--- src/rtl/ect_pkg.sv ---
package ect_pkg;
  typedef enum logic [1:0] {
    SRC_SYS     = 2'd0,
    SRC_DIV_A   = 2'd1,
    SRC_EXT     = 2'd2,
    SRC_SYS_ALT = 2'd3
  } clk_src_e;

  localparam logic [2:0] ADDR_CNT_LO = 3'd0;
  localparam logic [2:0] ADDR_CNT_HI = 3'd1;
  localparam logic [2:0] ADDR_RLD_LO = 3'd2;
  localparam logic [2:0] ADDR_RLD_HI = 3'd3;
  localparam logic [2:0] ADDR_FLAGS  = 3'd4;
endpackage

--- src/rtl/ect_edge_sync.sv ---
module ect_edge_sync #(
  parameter int STAGES = 2
) (
  input  logic clk,
  input  logic rst_n,
  input  logic async_in,
  output logic rise
);
  logic [STAGES:0] sh_q;
  logic [STAGES:0] sh_d;

  always_comb begin
    sh_d = {sh_q[STAGES-1:0], async_in};
  end

  always_ff @(posedge clk or negedge rst_n) begin
    if (!rst_n) sh_q <= '0;
    else        sh_q <= sh_d;
  end

  assign rise = sh_q[STAGES-1] & ~sh_q[STAGES];

  AST_EDGE_SINGLE: assert property (@(posedge clk) disable iff (!rst_n)
    rise |=> !rise);
endmodule

--- src/rtl/ect_prescale.sv ---
module ect_prescale
  import ect_pkg::*;
#(
  parameter int DIV_A       = 12,
  parameter int DIV_B       = 8,
  parameter int SYNC_STAGES = 2
) (
  input  logic     clk,
  input  logic     rst_n,
  input  logic     ext_clk,
  input  clk_src_e sel,
  output logic     tick
);
  localparam int AW = (DIV_A > 1) ? $clog2(DIV_A) : 1;
  localparam int BW = (DIV_B > 1) ? $clog2(DIV_B) : 1;
  localparam logic [AW-1:0] A_LAST = AW'(DIV_A - 1);
  localparam logic [BW-1:0] B_LAST = BW'(DIV_B - 1);

  logic          ext_rise;
  logic [AW-1:0] a_q, a_d;
  logic [BW-1:0] b_q, b_d;
  logic          a_tick, b_tick;

  ect_edge_sync #(.STAGES(SYNC_STAGES)) u_ext_sync (
    .clk      (clk),
    .rst_n    (rst_n),
    .async_in (ext_clk),
    .rise     (ext_rise)
  );

  always_comb begin
    a_tick = (a_q == A_LAST);
    a_d    = a_tick ? '0 : a_q + 1'b1;
    b_tick = ext_rise && (b_q == B_LAST);
    b_d    = b_q;
    if (ext_rise) b_d = (b_q == B_LAST) ? '0 : b_q + 1'b1;
  end

  always_ff @(posedge clk or negedge rst_n) begin
    if (!rst_n) begin
      a_q <= '0;
      b_q <= '0;
    end else begin
      a_q <= a_d;
      b_q <= b_d;
    end
  end

  always_comb begin
    unique case (sel)
      SRC_DIV_A: tick = a_tick;
      SRC_EXT:   tick = b_tick;
      default:   tick = 1'b1;
    endcase
  end

  AST_DIV_A_PULSE: assert property (@(posedge clk) disable iff (!rst_n)
    a_tick |=> !a_tick);
  AST_EXT_TICK_NEEDS_EDGE: assert property (@(posedge clk) disable iff (!rst_n)
    (sel == SRC_EXT && tick) |-> ext_rise);
endmodule

--- src/rtl/ect_timer_core.sv ---
module ect_timer_core #(
  parameter int CNT_W = 16
) (
  input  logic               clk,
  input  logic               rst_n,
  input  logic               advance,
  input  logic               cap_mode,
  input  logic               cap_evt,
  input  logic               cnt_wr_lo,
  input  logic               cnt_wr_hi,
  input  logic               rld_wr_lo,
  input  logic               rld_wr_hi,
  input  logic               flag_wr,
  input  logic               flag_wval,
  input  logic [CNT_W/2-1:0] wdata,
  output logic [CNT_W-1:0]   cnt,
  output logic [CNT_W-1:0]   rld,
  output logic               flag
);
  localparam int BYTE_W = CNT_W / 2;

  logic [CNT_W-1:0] cnt_d, rld_d;
  logic             flag_d;
  logic             ovf, capture;

  always_comb begin
    ovf     = advance && (cnt == '1);
    capture = cap_mode && cap_evt;

    cnt_d = cnt;
    if (advance) cnt_d = ovf ? (cap_mode ? '0 : rld) : cnt + 1'b1;
    if (cnt_wr_lo) cnt_d[BYTE_W-1:0]     = wdata;
    if (cnt_wr_hi) cnt_d[CNT_W-1:BYTE_W] = wdata;

    rld_d = rld;
    if (rld_wr_lo) rld_d[BYTE_W-1:0]     = wdata;
    if (rld_wr_hi) rld_d[CNT_W-1:BYTE_W] = wdata;
    if (capture)   rld_d = cnt;

    flag_d = flag;
    if (flag_wr) flag_d = flag_wval;
    if (ovf || capture) flag_d = 1'b1;
  end

  always_ff @(posedge clk or negedge rst_n) begin
    if (!rst_n) begin
      cnt  <= '0;
      rld  <= '0;
      flag <= 1'b0;
    end else begin
      cnt  <= cnt_d;
      rld  <= rld_d;
      flag <= flag_d;
    end
  end

  AST_CAP_LOADS_RELOAD: assert property (@(posedge clk) disable iff (!rst_n)
    (cap_mode && cap_evt) |=> (rld == $past(cnt)));
  AST_CAP_SETS_FLAG: assert property (@(posedge clk) disable iff (!rst_n)
    (cap_mode && cap_evt) |=> flag);
  AST_NO_CAP_OUTSIDE_MODE: assert property (@(posedge clk) disable iff (!rst_n)
    (!cap_mode && !rld_wr_lo && !rld_wr_hi) |=> $stable(rld));
  AST_HALT_HOLDS: assert property (@(posedge clk) disable iff (!rst_n)
    (!advance && !cnt_wr_lo && !cnt_wr_hi) |=> $stable(cnt));
  AST_CAP_WRAP_ZERO: assert property (@(posedge clk) disable iff (!rst_n)
    (cap_mode && advance && cnt == '1 && !cnt_wr_lo && !cnt_wr_hi) |=> (cnt == '0 && flag));
endmodule

--- src/rtl/edge_capture_timer.sv ---
module edge_capture_timer
  import ect_pkg::*;
#(
  parameter int CNT_W       = 16,
  parameter int DIV_A       = 12,
  parameter int DIV_B       = 8,
  parameter int SYNC_STAGES = 2
) (
  input  logic               clk,
  input  logic               rst_n,
  input  logic [1:0]         clk_sel,
  input  logic               ext_clk,
  input  logic               run_en,
  input  logic               cap_en,
  input  logic               split_en,
  input  logic               cmp_in,
  input  logic               reg_we,
  input  logic [2:0]         reg_addr,
  input  logic [CNT_W/2-1:0] reg_wdata,
  output logic [CNT_W/2-1:0] reg_rdata,
  output logic               irq
);
  localparam int BYTE_W = CNT_W / 2;

  logic [1:0]       rst_sync_q;
  logic             rst_int_n;
  logic             tick, cmp_rise, cap_mode;
  logic [CNT_W-1:0] cnt, rld;
  logic             flag;
  logic             ien_q, ien_d;
  logic             wr_flags;

  always_ff @(posedge clk or negedge rst_n) begin
    if (!rst_n) rst_sync_q <= '0;
    else        rst_sync_q <= {rst_sync_q[0], 1'b1};
  end
  assign rst_int_n = rst_sync_q[1];

  ect_prescale #(.DIV_A(DIV_A), .DIV_B(DIV_B), .SYNC_STAGES(SYNC_STAGES)) u_prescale (
    .clk     (clk),
    .rst_n   (rst_int_n),
    .ext_clk (ext_clk),
    .sel     (clk_src_e'(clk_sel)),
    .tick    (tick)
  );

  ect_edge_sync #(.STAGES(SYNC_STAGES)) u_cmp_sync (
    .clk      (clk),
    .rst_n    (rst_int_n),
    .async_in (cmp_in),
    .rise     (cmp_rise)
  );

  assign cap_mode = cap_en && !split_en;
  assign wr_flags = reg_we && (reg_addr == ADDR_FLAGS);

  ect_timer_core #(.CNT_W(CNT_W)) u_core (
    .clk       (clk),
    .rst_n     (rst_int_n),
    .advance   (run_en && tick),
    .cap_mode  (cap_mode),
    .cap_evt   (cmp_rise),
    .cnt_wr_lo (reg_we && reg_addr == ADDR_CNT_LO),
    .cnt_wr_hi (reg_we && reg_addr == ADDR_CNT_HI),
    .rld_wr_lo (reg_we && reg_addr == ADDR_RLD_LO),
    .rld_wr_hi (reg_we && reg_addr == ADDR_RLD_HI),
    .flag_wr   (wr_flags),
    .flag_wval (reg_wdata[BYTE_W-1]),
    .wdata     (reg_wdata),
    .cnt       (cnt),
    .rld       (rld),
    .flag      (flag)
  );

  always_comb begin
    ien_d = wr_flags ? reg_wdata[0] : ien_q;
  end

  always_ff @(posedge clk or negedge rst_int_n) begin
    if (!rst_int_n) ien_q <= 1'b0;
    else            ien_q <= ien_d;
  end

  always_comb begin
    reg_rdata = '0;
    unique case (reg_addr)
      ADDR_CNT_LO: reg_rdata = cnt[BYTE_W-1:0];
      ADDR_CNT_HI: reg_rdata = cnt[CNT_W-1:BYTE_W];
      ADDR_RLD_LO: reg_rdata = rld[BYTE_W-1:0];
      ADDR_RLD_HI: reg_rdata = rld[CNT_W-1:BYTE_W];
      ADDR_FLAGS: begin
        reg_rdata[BYTE_W-1] = flag;
        reg_rdata[0]        = ien_q;
      end
      default: reg_rdata = '0;
    endcase
  end

  assign irq = flag && ien_q;

  AST_IRQ_NEEDS_ENABLE: assert property (@(posedge clk) disable iff (!rst_int_n)
    (irq && $stable(ien_q)) |-> $past(ien_q));
  AST_SPLIT_BLOCKS_CAPTURE: assert property (@(posedge clk) disable iff (!rst_int_n)
    (split_en && !reg_we) |=> $stable(rld));
endmodule

--- config.mk ---
export PLATFORM = sky130hd
export DESIGN_NAME = edge_capture_timer
export DESIGN_NICKNAME = d
export VERILOG_FILES = /design/src/rtl/ect_pkg.sv /design/src/rtl/ect_edge_sync.sv /design/src/rtl/ect_prescale.sv /design/src/rtl/ect_timer_core.sv /design/src/rtl/edge_capture_timer.sv
export SDC_FILE = /design/constraint.sdc
export NUM_CORES = 1
export LEC_CHECK = 0
export ABC_AREA = 1
export BUFFER_PORTS_ARGS = -buffer_cell sky130_fd_sc_hd__buf_4
export CELL_PAD_IN_SITES_DETAIL_PLACEMENT = 0
export CELL_PAD_IN_SITES_GLOBAL_PLACEMENT = 1
export CORE_UTILIZATION = 45
export CTS_BUF_LIST = sky130_fd_sc_hd__clkbuf_8
export DETAILED_ROUTE_END_ITERATION = 7
export GPL_TIMING_DRIVEN = 1
export PLACE_DENSITY_LB_ADDON = 0.15
export SLEW_MARGIN = 20
export SYNTH_ARGS = -nofsm -noshare
export SYNTH_HDL_FRONTEND = slang
export SYNTH_HIERARCHICAL = 1
export SYNTH_SLANG_ARGS = --single-unit
--- constraint.sdc ---
create_clock -name clk -period 4.4 [get_ports clk]
set_clock_uncertainty 0.1 [all_clocks]
set_input_delay 0.22 -clock clk [delete_from_list [all_inputs] [get_ports clk]]
set_output_delay 0.22 -clock clk [all_outputs]
set_load 0.005 [all_outputs]
==> metrics.yaml <==
synth.avg_cell_area_sq_um: 7.03
synthCells: 453
criticalPathCategory: "register to register"
dp.cells: 564
cp_data_required_time_ns: 4.55
die_y_microns: 86.1
fin_nets: 505
synth-seq-area-share_pct: 38.5
cap_violations: 0
cp-start-kind: "register"
status: "finished clean"
grt_overflow: 0
period_share_pct: 61.9
slew_headroom_pct: 26.7
grt_usage_pct: 25.1
clk_pin_slew_ns: 0.10
wl_met1_microns: 4060
grt_antenna_before_repair: 0
drt-wirelength-per-cell_microns: 15.3
p_leak_nw: 1.74
io_buffers: 29
rows: 30
synthesis.nets: 480
final_common_cell: "nand2_1"
drv_slew: 0
drc: 0
max_freq_ghz: 0.367
cts_resized: 0
cp_max_fo: 11
vias: 3054
grt_pass1_wl_microns: 14300
clock_path_buffers: 2
num_antenna_cells: 0
end_kind: "register"
fin_crit_ns: 2.72
first_pass_iters: 4
wirelength_microns: 8770
cts_buffers: 5
grt_pass1_vias: 2897
worstPathArrival_ns: 2.87
postLayoutSetupSlackWorst_ns: 1.68
stdcell_count: 575
cts_sinks: 49
grt_max_degree: 48
fill_cells: 717
finalSetupViolCount: 0
final_cell_mix: "nand2_1, inv_1, dfrtp_1"
die_area_sq_um: 7420
drt-initial-drc-count: 181
met2_length_microns: 4080
hpwl_microns: 6600
gp_congestion: 0.880
initial_core_util_pct: 46.6
place_area_sq_um: 3440
areaGrowthSynthToFinish_pct: 12.6
powerDensity_nw_per_um2: 400
root_buffer: "clkbuf_8"
worstMarginPinSlew_ns: 1.10
topRoutingLayerUsed: "met4"
finalPower_mw: 1.43
design_area_sq_um: 3580
cts_tree: "done"
die_w_microns: 86.1
synth_warnings: 6
core_area_sq_um: 6830
place_ws_ns: 1.72
hp-class: "input port to register"
wl_met3_microns: 396
viasPerCell: 5.31
h-tree-depth: 2
ys_types: 30
drive_gt1_share_pct: 13.2
hold_violations: 0
ys_ff_latch: 49
ioPinCount: 30
rsz0062_at_grt: "no"
clock_latency_ns: 0.31
drtAntennaViolNets: 0
vdd_ir_drop_max_mv: 0.184
syn_area_sq_um: 3180
tns_ns: 0
metrics by stage:
stage	hold WS (ns)	utilization, %
after floorplan	-0.176	-
after global placement	-0.0969	50.3
after detailed placement	-0.0963	50.3
after CTS	0.0123	52.4
after global routing	0.0278	52.5
final	0.0155	52.5
per-layer routing:
metal,vias to the layer above,GRT usage (%)
li1,1525,-
met5,-,0
met1,1429,33.9
met4,0,8.33
met2,82,41.7
met3,18,3.08
sequential cells by signal (all words and copies together), names as in the netlist:
| name | count |
|---|---|
| rst_sync_q | 2 |
| u_prescale/a_q | 4 |
| u_core/flag | 1 |
| u_core/rld | 16 |
| u_cmp_sync/sh_q | 3 |
| u_core/cnt | 16 |
| ien_q | 1 |
| u_prescale/b_q | 3 |
| u_prescale/u_ext_sync/sh_q | 3 |
report_power, final:
part           internal [mW]  leakage (nW)  switching [mW]
combinational          0.169          1.06           0.211
clock                  0.174        0.0591           0.169
sequential             0.557         0.620           0.153
total                  0.901          1.74           0.533
Yosys cell counts (all sizes together):
| library cell | instances | area [sq um] |
|---|---|---|
| conb | 1 | 3.75 |
| nor4 | 1 | 6.26 |
| nor3 | 1 | 10.0 |
| nand2 | 155 | 592 |
| xnor2 | 3 | 26.3 |
| clkinv | 1 | 3.75 |
| dfrtp | 49 | 1230 |
| clkbuf | 7 | 26.3 |
| o21ai | 15 | 78.8 |
| a21oi | 13 | 72.6 |
| inv | 55 | 206 |
| xor2 | 5 | 43.8 |
| nand4 | 30 | 188 |
| ha | 6 | 75.1 |
| nand3 | 48 | 263 |
| o2111ai | 1 | 8.76 |
| o211ai | 9 | 67.6 |
| nor2 | 43 | 196 |
| a22oi | 1 | 7.51 |
| buf | 9 | 82.6 |
repair_timing:
item	CTS	global route
buffers inserted	0	0
endpoints found under the hold margin	4	0
hold buffers	3	0
cells by family (layout without fill, tap and decap cells):
logic type / after synthesis / after routing / share of synthesized area (%)
compound gates: 39 / 39 / 7.39
fa+ha+maj: 6 / 6 / 2.36
flops: 49 / 49 / 38.5
buf+inv: 72 / 98 / 10.0
other cells: 1 / 1 / 0.118
xor+xnor: 8 / 8 / 2.20
simple gates: 278 / 278 / 39.4
worst paths after layout:
check	cells after the start	from	endpoint	slack, ns
min in group asynchronous	2	rst_n	rst_sync_q[1]	0.11
worst max register to register	16	u_prescale/b_q[0]	u_core/cnt[8]	1.68
worst min-delay path	3	reg_wdata[0]	ien_q	0.02
max in group asynchronous	0	rst_sync_q[1]	u_core/cnt[8]	3.52
worst max-delay path	16	u_prescale/b_q[0]	u_core/cnt[8]	1.68
worst min register to register	0	rst_sync_q[1]	u_prescale/u_ext_sync/sh_q[0]	0.26
critical path, cell delays in order (launching register included):
cell and delay [ns]:
dfrtp_1 0.36, ha_1 0.15, ha_1 0.16, nand3_1 0.07, nand2_1 0.07, inv_1 0.04
nand2_1 0.04, nand2_1 0.05, inv_1 0.26, inv_1 0.16, nor3_2 0.38, nand2_2 0.28
nor2_2 0.27, nand2_1 0.09, nand2_1 0.07, nand2_1 0.05, nand2_1 0.05
layout make-up:
cell class / count / area [sq um] / share of cell area, %
multi-input cells: 332 / 1650 / 45.9
flip-flops and latches: 49 / 1230 / 34.3
repair buffers: 34 / 263 / 7.33
inverters: 56 / 210 / 5.86
well taps: 96 / 120 / 3.35
clock buffers: 5 / 68.8 / 1.92
clock inverters: 3 / 47.5 / 1.33
Power figures use the tool's default switching activity.
